[config.mk]
export PLATFORM = sky130hd
export DESIGN_NAME = dsq_ctrl
export DESIGN_NICKNAME = d
export VERILOG_FILES = /design/src/rtl/dsq_pkg.sv /design/src/rtl/dsq_tone_div.sv /design/src/rtl/dsq_seq.sv /design/src/rtl/dsq_ctrl.sv
export SDC_FILE = /design/constraint.sdc
export NUM_CORES = 1
export LEC_CHECK = 0
export ABC_AREA = 1
export BUFFER_PORTS_ARGS = -buffer_cell sky130_fd_sc_hd__buf_2
export CAP_MARGIN = 30
export CORE_MARGIN = 10
export CORE_UTILIZATION = 50
export DETAILED_ROUTE_END_ITERATION = 12
export PLACE_DENSITY_LB_ADDON = 0.3
export SLEW_MARGIN = 20
export SYNTH_ARGS = -nofsm -noshare
export SYNTH_HDL_FRONTEND = slang
export SYNTH_SLANG_ARGS = --single-unit
export TNS_END_PERCENT = 1
[constraint.sdc]
create_clock -name clk -period 2.2 [get_ports clk]
set_input_delay 0.22 -clock clk [delete_from_list [all_inputs] [get_ports clk]]
set_output_delay 0.22 -clock clk [all_outputs]
set_load 0.1 [all_outputs]
[src/rtl/dsq_pkg.sv]
package dsq_pkg;
  typedef enum logic [1:0] {ST_IDLE, ST_BITS, ST_BURSTA, ST_GAP} seq_st_t;
  localparam int BURSTA_UNITS = 25;
  localparam int GAP_UNITS    = 30;
  localparam int SYM_UNITS    = 3;
  localparam int MAX_BYTES    = 6;
  localparam logic [7:0] A_CMD  = 8'h29;
  localparam logic [7:0] A_MODE = 8'h2A;
  localparam logic [7:0] A_MSG0 = 8'h2C;
  localparam logic [2:0] MODE_BURST = 3'd4;
endpackage

[src/rtl/dsq_tone_div.sv]
module dsq_tone_div #(
  parameter int TONE_HALF = 1136
) (
  input  logic clk,
  input  logic rst,
  output logic sq
);
  localparam int W = (TONE_HALF > 1) ? $clog2(TONE_HALF) : 1;
  logic [W-1:0] cnt;

  always_ff @(posedge clk) begin
    if (rst) begin
      cnt <= '0;
      sq  <= 1'b0;
    end else if (cnt == W'(TONE_HALF - 1)) begin
      cnt <= '0;
      sq  <= ~sq;
    end else begin
      cnt <= cnt + 1'b1;
    end
  end

  AST_DIV_RANGE: assert property (@(posedge clk) disable iff (rst)
    32'(cnt) < TONE_HALF);
endmodule

[src/rtl/dsq_seq.sv]
module dsq_seq
  import dsq_pkg::*;
#(
  parameter int UNIT_CYC = 25000
) (
  input  logic       clk,
  input  logic       rst,
  input  logic       launch,
  input  logic       burst,
  input  logic       burst_b,
  input  logic [1:0] len_code,
  output logic [2:0] rd_idx,
  input  logic [7:0] rd_byte,
  output logic       busy,
  output logic       env
);
  localparam int CW = (UNIT_CYC > 1) ? $clog2(UNIT_CYC) : 1;

  seq_st_t      st;
  logic [CW-1:0] cyc;
  logic [4:0]   unit;
  logic [3:0]   bitpos;
  logic [2:0]   byte_i;
  logic [2:0]   last_i;
  logic         bb;
  logic         cur_bit;
  logic         unit_end;

  assign unit_end = (cyc == CW'(UNIT_CYC - 1));
  assign rd_idx   = byte_i;
  assign busy     = (st != ST_IDLE);

  always_comb begin
    if (bb)               cur_bit = 1'b1;
    else if (bitpos == 4'd8) cur_bit = ~^rd_byte;
    else                  cur_bit = rd_byte[3'(4'd7 - bitpos)];
  end

  always_comb begin
    case (st)
      ST_BITS:   env = (unit == 5'd0) || ((unit == 5'd1) && !cur_bit);
      ST_BURSTA: env = 1'b1;
      default:   env = 1'b0;
    endcase
  end

  always_ff @(posedge clk) begin
    if (rst) begin
      st <= ST_IDLE;
      cyc <= '0;
      unit <= '0;
      bitpos <= '0;
      byte_i <= '0;
      last_i <= '0;
      bb <= 1'b0;
    end else if (st == ST_IDLE) begin
      if (launch) begin
        cyc <= '0;
        unit <= '0;
        bitpos <= '0;
        byte_i <= '0;
        last_i <= 3'(len_code) + 3'd2;
        bb <= burst && burst_b;
        st <= (burst && !burst_b) ? ST_BURSTA : ST_BITS;
      end
    end else if (!unit_end) begin
      cyc <= cyc + 1'b1;
    end else begin
      cyc <= '0;
      case (st)
        ST_BITS: begin
          if (unit != 5'(SYM_UNITS - 1)) begin
            unit <= unit + 1'b1;
          end else begin
            unit <= '0;
            if (bb) begin
              if (bitpos == 4'd7) st <= ST_GAP;
              else bitpos <= bitpos + 1'b1;
            end else if (bitpos == 4'd8) begin
              bitpos <= '0;
              if (byte_i == last_i) st <= ST_GAP;
              else byte_i <= byte_i + 1'b1;
            end else begin
              bitpos <= bitpos + 1'b1;
            end
          end
        end
        ST_BURSTA: begin
          if (unit == 5'(BURSTA_UNITS - 1)) begin
            unit <= '0;
            st <= ST_GAP;
          end else unit <= unit + 1'b1;
        end
        default: begin
          if (unit == 5'(GAP_UNITS - 1)) begin
            unit <= '0;
            st <= ST_IDLE;
          end else unit <= unit + 1'b1;
        end
      endcase
    end
  end

  AST_SYM_RANGE: assert property (@(posedge clk) disable iff (rst)
    (bitpos <= 4'd8) && (byte_i <= last_i) && (32'(byte_i) < MAX_BYTES));
  AST_LAUNCH_IDLE: assert property (@(posedge clk) disable iff (rst)
    launch |-> !busy);
endmodule

[src/rtl/dsq_ctrl.sv]
module dsq_ctrl
  import dsq_pkg::*;
#(
  parameter int UNIT_CYC  = 25000,
  parameter int TONE_HALF = 1136
) (
  input  logic       clk,
  input  logic       rst,
  input  logic       wr_en,
  input  logic [7:0] wr_addr,
  input  logic [7:0] wr_data,
  output logic       ready,
  output logic       tone_gate,
  output logic       tone_wave,
  output logic       volt_sel
);
  logic [7:0] msg_mem [MAX_BYTES];
  logic [2:0] mode_q;
  logic       tone_q;
  logic       gate_q;
  logic       busy;
  logic       env;
  logic       sq;
  logic [2:0] rd_idx;
  logic [7:0] msg_off;
  logic       hit_cmd;
  logic       launch;
  logic       msg_hit;

  assign hit_cmd = wr_en && (wr_addr == A_CMD) && !busy;
  assign launch  = hit_cmd && wr_data[6] && !tone_q;
  assign msg_off = wr_addr - A_MSG0;
  assign msg_hit = wr_en && !busy && (wr_addr >= A_MSG0) &&
                   (32'(msg_off) < MAX_BYTES);

  always_ff @(posedge clk) begin
    if (msg_hit) msg_mem[msg_off[2:0]] <= wr_data;
  end

  always_ff @(posedge clk) begin
    if (rst) begin
      mode_q   <= '0;
      tone_q   <= 1'b0;
      volt_sel <= 1'b0;
      gate_q   <= 1'b0;
    end else begin
      if (wr_en && !busy && (wr_addr == A_MODE)) mode_q <= wr_data[2:0];
      if (hit_cmd && !wr_data[6]) begin
        volt_sel <= wr_data[7];
        tone_q   <= wr_data[4];
      end
      gate_q <= env || (tone_q && !busy);
    end
  end

  dsq_seq #(.UNIT_CYC(UNIT_CYC)) u_seq (
    .clk(clk), .rst(rst), .launch(launch),
    .burst(mode_q == MODE_BURST), .burst_b(wr_data[3]),
    .len_code(wr_data[1:0]), .rd_idx(rd_idx), .rd_byte(msg_mem[rd_idx]),
    .busy(busy), .env(env)
  );

  dsq_tone_div #(.TONE_HALF(TONE_HALF)) u_div (
    .clk(clk), .rst(rst), .sq(sq)
  );

  assign ready     = !busy;
  assign tone_gate = gate_q;
  assign tone_wave = gate_q && sq;

  AST_READY_FALL: assert property (@(posedge clk) disable iff (rst)
    launch |=> !ready);
  AST_TONE_REFUSE: assert property (@(posedge clk) disable iff (rst)
    busy |-> !tone_q);
  AST_HOLD_CFG: assert property (@(posedge clk) disable iff (rst)
    busy |=> $stable(volt_sel) && $stable(tone_q));
endmodule

==> results_dict.tcl <==
set metrics [dict create \
    gp_congestion 0.927 \
    reg2regPathDepth 18 \
    cts_tree "built" \
    powerDensity_nw_per_um2 623 \
    comb_power_share_pct 14.5 \
    drv_slew 0 \
    path_max_fanout 20 \
    core_um2 10200 \
    diodes 0 \
    power_mw 3.55 \
    cpPeakStageDelay_ns 0.42 \
    port-buffer-count 22 \
    synth_top_area_share_pct 27.9 \
    synthesis.nets 689 \
    seqPwrFrac_pct 57.4 \
    grt_overflow_total 0 \
    final_common_cell "nand2_1" \
    drtPass1Iterations 5 \
    htreeDepth 3 \
    end_kind "register" \
    p_leak_nw 2.30 \
    ctsHoldBuffers 0 \
    synth-edff-count 48 \
    holdCritPathClass "in2reg" \
    worst_pin_slew_ns 0.535 \
    min_period_ns 2.05 \
    drive_gt1_share_pct 10.1 \
    nets 721 \
    relSlewSlack_pct 64.3 \
    drcViolationCount 0 \
    die_height_um 122 \
    rows 37 \
    crit_arrival_ns 2.29 \
    synth_cell_types 36 \
    ant_nets 0 \
    vdd.ir_drop.worst_mv 0.418 \
    path_clk_slew_ns 0.09 \
    max_freq_mhz 489 \
    synth_flop_cell "dfxtp_1" \
    die-area_um2 14800 \
    yosys.area.top_type "edfxtp_1" \
    via_count 4409 \
    reg2reg_setup_slack_ns 0.15 \
    hold_start "wr_data[5]" \
    ys_seq_elements 102 \
    setup-violations-final 0 \
    post_dp_cell_area_um2 5530 \
    io_pins 23 \
    design_area_um2 5710 \
    grt_pass1_wl_mm 19.9 \
    hold_path_end "msg_mem[1][5]$_DFFE_PP_" \
    ys_seq_area_share_pct 48.7 \
    cp.required_ns 2.44 \
    hold-path-cell-count 1 \
    sw_frac_of_total_pct 28.1 \
    grt_max_degree 27 \
    antenna_found_initial 0 \
    rsz0062_at_grt "true" \
    via_per_inst 5.32 \
    fin_worst_skew_ns 0.0132 \
    crit_type "reg2reg" \
    clock_tree.root_cell "clkbuf_8" \
    crit_chain "buf_4 -> nand2_1 -> nand3_1 -> nand2_1 -> nand2_1 -> nand2_1 -> nand2_1 -> nand2_1 -> nand2_1 -> nand2_1 -> nand2_1 -> nand3_1 -> nand2_1 -> nand2_1 -> nand2_1 -> nand2_1 -> nand2_1 -> a21oi_1" \
    clkPwrFrac_pct 28.1 \
    syn_to_final_growth_pct 10.3 \
    slowest_stage "dfxtp_1" \
    cts_resized 0 \
    drt-wirelength-per-cell_um 14.4 \
    fin_tns_setup_ns 0 \
    grt_pass1_vias 4177 \
    netlist_instances 655 \
    drt_iter0_markers 338 \
    avgSynthCellArea_um2 7.90 \
    worstSetupStartpointType "register" \
    postCtsSetupBuffers 0 \
    clock_path_buffers 2 \
    cts_num_sinks 102 \
    routed_wl_mm 11.9 \
    numCtsBuffers 9 \
    insertion_delay_ns 0.37 \
    drv_cap 0 \
    outcome "completed" \
    hold_ws_ns 0.134 \
    r2r-end "tone_gate$_SDFF_PP0_" \
    yosysWarnings 0 \
    power_switching_mw 0.997 \
    p_int_mw 2.56 \
    synth_area_leaders "edfxtp_1 28%, dfxtp_1 21%, nand2_1 15%" \
    critPathMostFrequentCell "nand2_1" \
    syn_area_um2 5170 \
    dieWidth_um 122 \
    post-route-period-util_pct 93.0 \
    async_flop_share_pct 0 \
    grt_usage_pct 16.7 \
    hold_viol_final 0 \
    dpl.hpwl_mm 9.03 \
    fin_util_pct 56.1 \
    start_util_pct 50.8 \
    layout_common_cells "209 x nand2_1, 73 x inv_1, 53 x dfxtp_1" \
]
[critical path, delay by kind of cell (launching register included)]
family	cells	cell delay [ns]
AOI/OAI and AO/OA	1	0.08
buffers and inverters	1	0.25
and+or+nand+nor	16	1.17
DFF	1	0.42
[power groups by stage]
stage                     Clock [mW]  Sequential, mW  Combinational, mW
after floorplan                    0            2.09              0.351
after global placement             0            2.08              0.494
after detailed placement           0            2.08              0.507
after CTS                       1.02            2.04              0.510
after global routing            1.11            2.04              0.568
final                          0.999            2.04              0.516
[metal layers]
layer	vias up	track usage (%)	share of wire, %	wire length (um)
met5	-	0	0	0
met4	0	6.63	2.1	247
met3	20	3.42	6.4	756
met2	135	24.2	43	5090
met1	2012	23.9	49	5800
li1	2242	-	-	-
[Yosys cell counts, types with 6 or more instances]
library cell / instances
edfxtp_1: 48
xor2_1: 6
nand4_1: 9
dfxtp_1: 54
a211oi_1: 8
a21oi_1: 33
buf_2: 7
a221oi_1: 7
inv_1: 73
ha_1: 15
nor3_1: 21
o21ai_0: 29
nand2_1: 209
o211ai_1: 9
nand3_1: 45
nor2_1: 42
nor4_1: 9
clkbuf_1: 8
[sequential cells by signal, summed over array words and instances, names as in the netlist, named ones only]
signal and count:
u_seq.rd_idx 3, u_seq.st 2, u_div.cnt 11, u_seq.cyc 15, u_seq.last_i 3, u_seq.bitpos 4, u_seq.bb 1, msg_mem 48
mode_q 3, volt_sel 1, tone_q 1, u_seq.unit 5, tone_gate 1, u_div.sq 1
[through the flow]
stage          std cells  setup WS (ns)
3_5_place_dp         812         0.0810
3_3_place_gp         812          0.123
2_1_floorplan        655         0.0147
6_report             828          0.153
5_1_grt              828         -0.106
4_1_cts              828         0.0742
[worst max-delay path by stage]
stage	start	endpoint	slack [ns]	cells past startpoint
final	register	tone_gate$_SDFF_PP0_	0.15	18
after CTS	u_seq.st[1]$_SDFFE_PP0P_	register	0.07	10
after detailed placement	u_seq.st[1]$_SDFFE_PP0P_	register	0.08	10
after floorplan	u_seq.st[1]$_SDFFE_PP0P_	u_seq.st[0]$_SDFFE_PP0P_	0.01	12
after global routing	register	tone_gate$_SDFF_PP0_	-0.11	18
after global placement	wr_addr[2]	msg_mem[5][4]$_DFFE_PP_	0.12	8
[final cells by class]
type | instances | area (um^2)
Multi-Input combinational cell | 461 | 2350
Timing Repair Buffer | 38 | 230
Clock inverter | 6 | 28.8
Sequential cell | 102 | 2520
Fill cell | 937 | 4480
Inverter | 75 | 282
Clock buffer | 10 | 128
Tap cell | 136 | 170
[logic make-up (layout without fill, tap and decap cells)]
group                      count (synthesis)  in the layout  synth area share, %
xor gates and xnor gates                   9              9                 1.52
DFF                                      102            102                 48.7
and+or+nand+nor                          346            346                 28.7
AOI/OAI and AO/OA                         91             91                 10.4
buffers and inverters                     92            129                 7.06
adders and majority gates                 15             15                 3.63
Power figures use the tool's default switching activity.
